File: src/rtl/ndr_pkg.sv
package ndr_pkg;
  localparam int unsigned NDIM = 3;
  typedef enum logic [1:0] {ST_IDLE, ST_RUN, ST_DRAIN} state_e;
endpackage

File: src/rtl/ndr_lane_map.sv
// Per-lane local coordinates, x-fastest, by an increment chain (no division).
module ndr_lane_map #(
  parameter int LANES = 4,
  parameter int LS_W  = 3
) (
  input  logic [2:0][LS_W-1:0]            lsize_i,
  output logic [LANES-1:0][2:0][LS_W-1:0] lid_o,
  output logic [LANES-1:0]                in_grp_o
);
  logic [LANES-1:0][2:0][LS_W-1:0] crd;

  always_comb begin
    crd = '0;
    for (int l = 1; l < LANES; l++) begin
      crd[l] = crd[l-1];
      if (crd[l-1][0] + LS_W'(1) == lsize_i[0]) begin
        crd[l][0] = '0;
        if (crd[l-1][1] + LS_W'(1) == lsize_i[1]) begin
          crd[l][1] = '0;
          crd[l][2] = crd[l-1][2] + LS_W'(1);
        end else begin
          crd[l][1] = crd[l-1][1] + LS_W'(1);
        end
      end else begin
        crd[l][0] = crd[l-1][0] + LS_W'(1);
      end
    end
  end

  for (genvar l = 0; l < LANES; l++) begin : g_lane
    assign lid_o[l]    = crd[l];
    assign in_grp_o[l] = crd[l][2] < lsize_i[2];
  end
endmodule

File: src/rtl/ndr_group_walk.sv
// Group position counter; bases advance by local size (no multiply).
module ndr_group_walk #(
  parameter int SZ_W = 8,
  parameter int LS_W = 3
) (
  input  logic                  clk_i,
  input  logic                  rst_ni,
  input  logic                  load_i,
  input  logic                  step_i,
  input  logic [2:0][SZ_W-1:0]  gsize_i,
  input  logic [2:0][LS_W-1:0]  lsize_i,
  output logic [2:0][SZ_W-1:0]  grp_o,
  output logic [2:0][SZ_W-1:0]  base_o,
  output logic                  last_o
);
  logic [2:0][SZ_W-1:0] grp_q, base_q, grp_d, base_d;
  logic [2:0]           wrap;

  for (genvar d = 0; d < 3; d++) begin : g_dim
    logic [SZ_W:0] nxt;
    assign nxt     = {1'b0, base_q[d]} + (SZ_W+1)'(lsize_i[d]);
    assign wrap[d] = nxt >= {1'b0, gsize_i[d]};
  end

  always_comb begin
    logic carry;
    grp_d  = grp_q;
    base_d = base_q;
    carry  = 1'b1;
    for (int d = 0; d < 3; d++) begin
      if (carry) begin
        if (wrap[d]) begin
          grp_d[d]  = '0;
          base_d[d] = '0;
        end else begin
          grp_d[d]  = grp_q[d] + SZ_W'(1);
          base_d[d] = base_q[d] + SZ_W'(lsize_i[d]);
        end
      end
      carry = carry & wrap[d];
    end
  end

  always_ff @(posedge clk_i or negedge rst_ni) begin
    if (!rst_ni) begin
      grp_q  <= '0;
      base_q <= '0;
    end else if (load_i) begin
      grp_q  <= '0;
      base_q <= '0;
    end else if (step_i) begin
      grp_q  <= grp_d;
      base_q <= base_d;
    end
  end

  assign grp_o  = grp_q;
  assign base_o = base_q;
  assign last_o = &wrap;
endmodule

File: src/rtl/ndr_pick.sv
// Lowest-index-first one-hot grant.
module ndr_pick #(
  parameter int N = 4
) (
  input  logic [N-1:0] req_i,
  output logic [N-1:0] gnt_o
);
  always_comb begin
    logic found;
    gnt_o = '0;
    found = 1'b0;
    for (int i = 0; i < N; i++) begin
      if (req_i[i] && !found) begin
        gnt_o[i] = 1'b1;
        found    = 1'b1;
      end
    end
  end
endmodule

File: src/rtl/ndr_dispatch.sv
module ndr_dispatch
  import ndr_pkg::*;
#(
  parameter int NUM_CU = 4,
  parameter int LANES  = 4,
  parameter int SZ_W   = 8,
  parameter int LS_W   = $clog2(LANES) + 1
) (
  input  logic                                       clk_i,
  input  logic                                       rst_ni,
  input  logic                                       start_i,
  input  logic [2:0][SZ_W-1:0]                       gsize_i,
  input  logic [2:0][LS_W-1:0]                       lsize_i,
  input  logic [NUM_CU-1:0]                          cu_ready_i,
  input  logic [NUM_CU-1:0]                          cu_done_i,
  output logic [NUM_CU-1:0]                          disp_vld_o,
  output logic [NUM_CU-1:0][LANES-1:0]               lane_vld_o,
  output logic [NUM_CU-1:0][LANES-1:0][2:0][SZ_W-1:0] gid_o,
  output logic [NUM_CU-1:0][LANES-1:0][2:0][LS_W-1:0] lid_o,
  output logic [NUM_CU-1:0][2:0][SZ_W-1:0]           grp_o,
  output logic                                       done_o
);
  state_e                           st_q;
  logic [2:0][SZ_W-1:0]             gsz_q;
  logic [2:0][LS_W-1:0]             lsz_q;
  logic [NUM_CU-1:0]                busy_q, free, gnt;
  logic                             issue, accept, last;
  logic [2:0][SZ_W-1:0]             grp, base;
  logic [LANES-1:0][2:0][LS_W-1:0]  lid_w;
  logic [LANES-1:0]                 in_grp, pay_vld;
  logic [LANES-1:0][2:0][SZ_W-1:0]  pay_gid;
  logic [LANES-1:0][2:0][LS_W-1:0]  pay_lid;

  assign accept = start_i && (st_q == ST_IDLE);
  assign free   = ~busy_q & cu_ready_i;
  assign issue  = (st_q == ST_RUN) && (|free);

  ndr_pick #(.N(NUM_CU)) u_pick (.req_i(free), .gnt_o(gnt));

  ndr_group_walk #(.SZ_W(SZ_W), .LS_W(LS_W)) u_walk (
    .clk_i, .rst_ni,
    .load_i (accept),
    .step_i (issue),
    .gsize_i(gsz_q),
    .lsize_i(lsz_q),
    .grp_o  (grp),
    .base_o (base),
    .last_o (last)
  );

  ndr_lane_map #(.LANES(LANES), .LS_W(LS_W)) u_map (
    .lsize_i (lsz_q),
    .lid_o   (lid_w),
    .in_grp_o(in_grp)
  );

  for (genvar l = 0; l < LANES; l++) begin : g_lane
    logic [2:0] in_rng;
    for (genvar d = 0; d < 3; d++) begin : g_dim
      logic [SZ_W:0] sum;
      assign sum           = {1'b0, base[d]} + (SZ_W+1)'(lid_w[l][d]);
      assign in_rng[d]     = sum < {1'b0, gsz_q[d]};
      assign pay_gid[l][d] = pay_vld[l] ? sum[SZ_W-1:0] : '0;
      assign pay_lid[l][d] = pay_vld[l] ? lid_w[l][d] : '0;
    end
    assign pay_vld[l] = in_grp[l] & (&in_rng);
  end

  always_ff @(posedge clk_i or negedge rst_ni) begin
    if (!rst_ni) begin
      st_q   <= ST_IDLE;
      gsz_q  <= '0;
      lsz_q  <= '0;
      busy_q <= '0;
      done_o <= 1'b0;
    end else begin
      busy_q <= (busy_q & ~cu_done_i) | (issue ? gnt : '0);
      unique case (st_q)
        ST_IDLE: if (start_i) begin
          gsz_q  <= gsize_i;
          lsz_q  <= lsize_i;
          done_o <= 1'b0;
          st_q   <= ST_RUN;
        end
        ST_RUN: if (issue && last) st_q <= ST_DRAIN;
        ST_DRAIN: if (busy_q == '0) begin
          done_o <= 1'b1;
          st_q   <= ST_IDLE;
        end
        default: st_q <= ST_IDLE;
      endcase
    end
  end

  // Per-unit payload registers, loaded on that unit's issue only.
  always_ff @(posedge clk_i or negedge rst_ni) begin
    if (!rst_ni) begin
      disp_vld_o <= '0;
      lane_vld_o <= '0;
      gid_o      <= '0;
      lid_o      <= '0;
      grp_o      <= '0;
    end else begin
      disp_vld_o <= issue ? gnt : '0;
      for (int c = 0; c < NUM_CU; c++) begin
        if (issue && gnt[c]) begin
          lane_vld_o[c] <= pay_vld;
          gid_o[c]      <= pay_gid;
          lid_o[c]      <= pay_lid;
          grp_o[c]      <= grp;
        end
      end
    end
  end
endmodule

File: config.mk
export PLATFORM = sky130hd
export DESIGN_NAME = ndr_dispatch
export DESIGN_NICKNAME = d
export VERILOG_FILES = /design/src/rtl/ndr_pkg.sv /design/src/rtl/ndr_lane_map.sv /design/src/rtl/ndr_group_walk.sv /design/src/rtl/ndr_pick.sv /design/src/rtl/ndr_dispatch.sv
export SDC_FILE = /design/constraint.sdc
export NUM_CORES = 1
export LEC_CHECK = 0
export ABC_AREA = 0
export BUFFER_PORTS_ARGS = -buffer_cell sky130_fd_sc_hd__buf_2
export CAP_MARGIN = 20
export CORE_MARGIN = 1
export CORE_UTILIZATION = 25
export CTS_CLUSTER_SIZE = 10
export DETAILED_ROUTE_END_ITERATION = 16
export HOLD_SLACK_MARGIN = 0.15
export PLACE_DENSITY = 0.46
export RECOVER_POWER = 25
export SLEW_MARGIN = 15
export SYNTH_ARGS = -nofsm -noshare
export SYNTH_HDL_FRONTEND = slang
export SYNTH_SLANG_ARGS = --single-unit
File: constraint.sdc
create_clock -name clk_i -period 5.35 [get_ports clk_i]
set_input_delay 1.07 -clock clk_i [delete_from_list [all_inputs] [get_ports clk_i]]
set_output_delay 1.07 -clock clk_i [all_outputs]
set_load 0.01 [all_outputs]
==> run summary, run 1 <==
Antenna viol nets, final = 0
Slowest stage delay, CP = 0.37 ns
Ys async rst share = 100%
I/O pin count = 689
# rows = 125
Main synth FF type = dfrtp_1
Critical Path Fanout Max = 11
Dpl hpwl = 89800 µm
Ys Warns = 0
Crit share post-route = 95.4%
Pleak = 0.0199 µW
Top cell type's share of synthesized area = 56.4%
Global route total overflow = 0
Clk slew on worst S/H paths = 0.06 ns
CTS tree = yes
Initial Utilization = 25.2%
Synth cell types = 62
Post-synth EDFFs = 0
Die area = 118000 µm²
Vias per inst = 4.61
Core area = 116000 µm²
Sum Neg Setup Slack = 0 ns
Fmax = 196 MHz
Largest net degree at the start of global routing = 129
Kind of end point of the critical path = flip-flop
Worst EP required = 5.92 ns
DRT Pass-1 Iters = 7
Switch Pwr = 6930 µW
Max Slew Vio Count = 661
Syn Area/Cell = 10.0 µm²
Clock root cell = clkbuf_16
Layout area overhead = 26.5%
NumNets Final = 3797
Clock Power Share = 29.7%
Syn Inst Count = 2918
Critical path type = reg2reg
H-Tree Depth = 3
Vias post-DR = 23800
Yosys reg bits = 660
Final hold vios = 0
RSZ-0062 raised after global routing = no
Final GP Congestion = 0.867
CTS Sinks = 660
Cell taking the most area after synthesis = dfrtp_1
Final setup fails = 0
Clk buf depth = 3
Initial antenna violation count = 21
Sw frac = 37.9%
Failing checks = max-capacitance violations, max-slew violations
Least-Margin Pin Slew = 2.59 ns
1st-iter DRT viols = 1443
Sequential share of the synthesized area = 56.4%
Final setup skew = 0.0267 ns
DRC viols = 0
Max-cap violations = 10
Outcome = finished with violations
Final WS setup = 0.247 ns
Crit-path slowest cell = dfrtp_1
Pre-CTS WS = 0.170 ns
Setup crit start kind = flip-flop
Post-Synthesis Cell Area = 29300 µm²
Commonest cells in the netlist = nand2_1, dfrtp_1, o21ai_0, ha_1, clkbuf_1
Most frequent cell after synthesis = nand2_1
Port Buffer Count = 616
Pwr dens = 494 nW/µm²
Crit path cell chain = nand2b_1, or2_1, or3_4, inv_1, ha_1, nand3_2, inv_1, ha_1, mux2_2, ha_1, a21o_1, a21oi_1, buf_4, nor2_1, xor2_1, ha_1, a211oi_1, o21ai_1, o211a_1, nor4_4, buf_4, clkbuf_16, nand3_2, o21ai_1
Vias in the first global route = 22800
Clock period minus worst slack = 5.10 ns
Global-route wire length before repair = 173000 µm
Worst VDD drop = 0.000227 V
Worst skew pair latency = 0.67 ns
P_int = 11400 µW
WL per Instance = 24.0 µm
Total global-route track usage = 20.4%
Slew HR = -72.5%
Die H = 344 µm
Layout cell share with drive strength beyond 1 = 24.8%
Worst Hold Class = reg2reg
Total Routed Length = 124000 µm
Crit path top cell by count = ha_1
Synth top area cells = dfrtp_1, nand2_1, ha_1, o21ai_0, a22o_1
Chip width = 344 µm
CTS Buf Count = 84
Comb pwr share = 32.6%
Min Hold Slack = 0.459 ns
Reg power frac = 37.7%
Crit path DAT = 5.67 ns
[cell families after synthesis]
group | synth area share, %
fa+ha+maj | 6.90
compound gates | 14.2
flops | 56.4
mux | 0.0769
other cells | 0.0128
simple gates | 14.7
xor+xnor | 2.27
buf+inv | 5.40
[final cells by class]
class                   instances  area (µm²)
clock inverters                21         294
clock buffers                 100        2230
flip-flops and latches        660       16500
inverters                     106         398
diodes                          6        15.0
fillers                     12200       79200
well taps                    1524        1910
multi-input cells            1994       11500
repair buffers                751        4140
[flip-flops by register name (all words and copies together) (netlist names), 9 cells and up]
name / count
lane_vld_o: 16
gid_o: 384
u_walk.grp_o: 24
grp_o: 96
lid_o: 72
gsz_q: 24
lsz_q: 9
u_walk.base_o: 24
[metal layers]
| layer | global-route usage (%) | share of wire [%] | up-vias |
|---|---|---|---|
| met5 | 0 | 0.11 | - |
| met3 | 5.32 | 7.0 | 194 |
| met4 | 6.21 | 2.9 | 24 |
| met2 | 32.6 | 47 | 748 |
| li1 | - | - | 11100 |
| met1 | 26.8 | 43 | 11700 |
[cells in the final DEF (no fill, tap or decap), types with 43 or more instances in the layout]
cell and n:
a21oi_1 44, a22o_1 129, buf_2 615, buf_4 120
clkbuf_16 87, conb_1 75, dfrtp_1 660, ha_1 147
inv_1 102, nand2_1 763, nand3_1 43, nor2_1 63
o21ai_0 310, o21ai_1 83
[path summary, 6_finish.rpt]
path                            slack, ns                      start                   endpoint  depth (start not counted)
min in group asynchronous            1.22                     rst_ni      lid_o[35]$_DFFE_PN0P_                          1
max in group asynchronous            0.98                     rst_ni     gid_o[105]$_DFFE_PN0P_                          2
worst min register to register       0.46  lane_vld_o[9]$_DFFE_PN0P_  lane_vld_o[9]$_DFFE_PN0P_                          2
worst max register to register       0.25       lsz_q[4]$_DFFE_PN0P_     gid_o[184]$_DFFE_PN0P_                         24
worst max-delay path                 0.25       lsz_q[4]$_DFFE_PN0P_     gid_o[184]$_DFFE_PN0P_                         24
worst min-delay path                 0.46  lane_vld_o[9]$_DFFE_PN0P_  lane_vld_o[9]$_DFFE_PN0P_                          2
[metrics by stage]
| step | power, µW | cell area (µm²) | util [%] | cells |
|---|---|---|---|---|
| finish | 18300 | 37000 | 31.9 | 5162 |
| global route | 19300 | 37000 | 31.8 | 5157 |
| CTS | 18500 | 37000 | 31.9 | 5150 |
| detailed placement | 13000 | 34500 | 29.7 | 5029 |
| global placement | 13000 | 34500 | 29.7 | 5029 |
| floorplan | 9840 | 29500 | - | 2992 |
[critical path: cells and delay by family (launching register included)]
| family | cells | cell delay [ns] |
|---|---|---|
| AOI/OAI and AO/OA | 6 | 1.00 |
| and+or+nand+nor | 7 | 1.37 |
| muxes | 1 | 0.30 |
| xor gates and xnor gates | 1 | 0.16 |
| DFF | 1 | 0.37 |
| buffers and inverters | 5 | 0.69 |
| adders and majority gates | 4 | 1.10 |
[power groups by stage]
stage / clock network [µW] / logic (µW) / registers (µW)
final: 5430 / 5970 / 6890
after global routing: 5750 / 6560 / 7030
after CTS: 5590 / 6050 / 6900
after detailed placement: 0 / 6040 / 6970
after global placement: 0 / 5990 / 6960
after floorplan: 0 / 2590 / 7250
[repair_timing]
item	CTS	global route
endpoints found under the setup margin	0	70
gates resized for setup	0	7
buffers inserted	0	5
hold buffers	0	0
Power figures use the tool's default switching activity.
==> run 2: changes to the inputs <==
- CORE_MARGIN: 1 -> 2
- GPL_TIMING_DRIVEN: not set -> 0
- MAX_ROUTING_LAYER: not set -> met4
==> run 2 against run 1 <==
The flow still finishes with violations (max-capacitance violations, max-slew violations). Via count up 4.2%. Non-clock buffer count up 129. Fmax down 2.6%. Design area up 2.9%. Critical path depth down 1. Routed wire length up 8.5%. Hold slack better by 0.0073 ns. Utilization up 0.94 points. Clock power about the same. Largest power group unchanged.
==> run summary, run 2 (synthesis results as in run 1) <==
Die area = 120000 µm² (was 118000 µm²)
Clock period minus worst slack = 5.24 ns (was 5.10 ns)
Leading registers by flop count = gid_o: 384 flops, grp_o: 96 flops, lid_o: 72 flops (unchanged)
Pre-CTS WS = -1.51 ns (was 0.170 ns)
Outcome = finished with violations (unchanged)
# rows = 125 (unchanged)
Vias per inst = 4.67 (was 4.61)
Max-cap violations = 1 (was 10)
Critical path type = reg2reg (unchanged)
Vias post-DR = 24800 (was 23800)
Clock root cell = clkbuf_16 (unchanged)
Die H = 346 µm (was 344 µm)
Total design power = 18600 µW (was 18300 µW)
I/O pin count = 689 (unchanged)
CTS Buf Count = 83 (was 84)
Top reg by flops = gid_o (unchanged)
Worst VDD drop = 0.000235 V (was 0.000227 V)
Critical Path Fanout Max = 7 (was 11)
Final hold vios = 0 (unchanged)
Final core utilization = 32.8% (was 31.9%)
Chip width = 346 µm (was 344 µm)
Finished Layout Cells = 5304 (was 5162)
Global route total overflow = 0 (unchanged)
Commonest non-fill, non-tap cell in the layout = nand2_1 (unchanged)
DRC viols = 0 (unchanged)
Crit path DAT = 5.80 ns (was 5.67 ns)
Final setup fails = 0 (unchanged)
Setup crit start kind = flip-flop (unchanged)
Pleak = 0.0202 µW (was 0.0199 µW)
Layout area overhead = 30.2% (was 26.5%)
CTS Sinks = 660 (unchanged)
Total Routed Length = 134000 µm (was 124000 µm)
Antenna viol nets, final = 0 (unchanged)
Fmax = 191 MHz (was 196 MHz)
WL per Instance = 25.3 µm (was 24.0 µm)
Final setup skew = 0.0329 ns (was 0.0267 ns)
1st-iter DRT viols = 1651 (was 1443)
Failing checks = max-capacitance violations, max-slew violations (unchanged)
Hold_sp = lane_vld_o[9]$_DFFE_PN0P_ (unchanged)
R2R Path Start = lsz_q[0]$_DFFE_PN0P_ (was lsz_q[4]$_DFFE_PN0P_)
FF+latch area = 16500 µm² (about the same)
Multi-input combinational cell area = 12000 µm² (was 11500 µm²)
Vias in the first global route = 24300 (was 22800)
Total global-route track usage = 22.6% (was 20.4%)
Max FFs per register = 384 (unchanged)
Worst skew pair latency = 0.67 ns (about the same)
Initial Utilization = 25.2% (unchanged)
Pwr dens = 488 nW/µm² (was 494 nW/µm²)
DRT Pass-1 Iters = 5 (was 7)
Clk slew on worst S/H paths = 0.06 ns (about the same)
Initial antenna violation count = 22 (was 21)
Global-route wire length before repair = 188000 µm (was 173000 µm)
Layout cell share with drive strength beyond 1 = 25.6% (was 24.8%)
Crit share post-route = 97.9% (was 95.4%)
Kind of end point of the critical path = flip-flop (unchanged)
Worst Hold Class = reg2reg (unchanged)
Least-Margin Pin Slew = 4.54 ns (was 2.59 ns)
Most frequent cells in the layout = nand2_1, dfrtp_1, buf_2 (unchanged)
Hold buffer count at CTS = 0 (unchanged)
Slew HR = -202% (was -72.5%)
Max Slew Vio Count = 69 (was 661)
NumNets Final = 3925 (was 3797)
Fillers = 12300 (was 12200)
Worst EP required = 5.91 ns (was 5.92 ns)
Final WS setup = 0.112 ns (was 0.247 ns)
Dpl cells = 5145 (was 5029)
Final GP Congestion = 0.898 (was 0.867)
Crit path from = lsz_q[0]$_DFFE_PN0P_ (was lsz_q[4]$_DFFE_PN0P_)
Largest net degree at the start of global routing = 95 (was 129)
CTS tree = yes (unchanged)
Clk buf depth = 3 (unchanged)
Port Buffer Count = 616 (unchanged)
Sum Neg Setup Slack = 0 ns (unchanged)
Dpl hpwl = 103000 µm (was 89800 µm)
H-Tree Depth = 3 (unchanged)
Core area = 116000 µm² (unchanged)
[run 2: cell count changes in the layout (fill, tap and decap cells not counted), moves of 8 or more]
cell / delta
clkbuf_1: +123
buf_4: -30
nand3_4: +19
nand3_2: -18
clkbuf_2: +12
buf_1: +11
o21ai_2: +9
nand2_1: -8
nand2_2: +8
xnor2_1: -8
[run 2: critical path, cell delays in order, from the launching register on]
cell and delay, ns:
dfrtp_2 0.53, nand2_2 0.21, or3_4 0.43, inv_4 0.09
ha_1 0.26, nand3_4 0.13, inv_2 0.07, ha_1 0.26
mux2_4 0.32, ha_1 0.28, a21o_1 0.20, a21oi_4 0.15
nor2_1 0.06, xor2_1 0.17, ha_2 0.26, or4_1 0.49
a21oi_2 0.16, o21ai_2 0.10, nor4_4 0.13, buf_4 0.18
clkbuf_16 0.15, buf_16 0.13, nand3_4 0.15, o21ai_2 0.20
[run 2: layer usage]
metal	vias up	global-route usage [%]	routed length (µm)
met1	12500	27.6	56600
met4	0	7.04	4180
met2	786	37.0	64900
met5	-	-	0
li1	11300	-	-
met3	178	5.01	8640
[run 2: path summary, 6_finish.rpt]
kind                                             endpoint  slack [ns]  cells after the start
worst max-delay path               gid_o[275]$_DFFE_PN0P_        0.11                     23
min in group asynchronous          gid_o[284]$_DFFE_PN0P_        2.04                      1
max in group asynchronous          gid_o[243]$_DFFE_PN0P_        0.73                      3
worst max register to register     gid_o[275]$_DFFE_PN0P_        0.11                     23
worst min register to register  lane_vld_o[9]$_DFFE_PN0P_        0.47                      2
worst min-delay path            lane_vld_o[9]$_DFFE_PN0P_        0.47                      2
[run 2: what timing repair did]
action                                  CTS  global route
cloned                                    0             2
endpoints found under the setup margin  360           326
resized for setup                        76            55
buffers inserted                         10             5
pin swaps                                 5             8
[run 2: metrics by stage]
stage,hold slack (ns),area [µm²]
3_3_place_gp,0.447,34500
6_report,0.466,38100
5_1_grt,0.485,38100
2_1_floorplan,0.494,29500
4_1_cts,0.384,37800
3_5_place_dp,0.455,34800
[run 2: where the power goes]
group          total [µW]  switching, µW  internal (µW)
logic                6230           4120           2110
registers            6910            838           6080
clock network        5450           2260           3190
[run 2: area by class of cell]
cell class | instances | share of cell area [%]
flip-flops and latches | 660 | 43.4
multi-input cells | 1994 | 31.4
repair buffers | 648 | 9.22
clock buffers | 113 | 6.06
well taps | 1524 | 5.00
plain buffers | 232 | 3.27
inverters | 106 | 1.05
clock inverters | 16 | 0.584
diodes | 11 | 0.0722
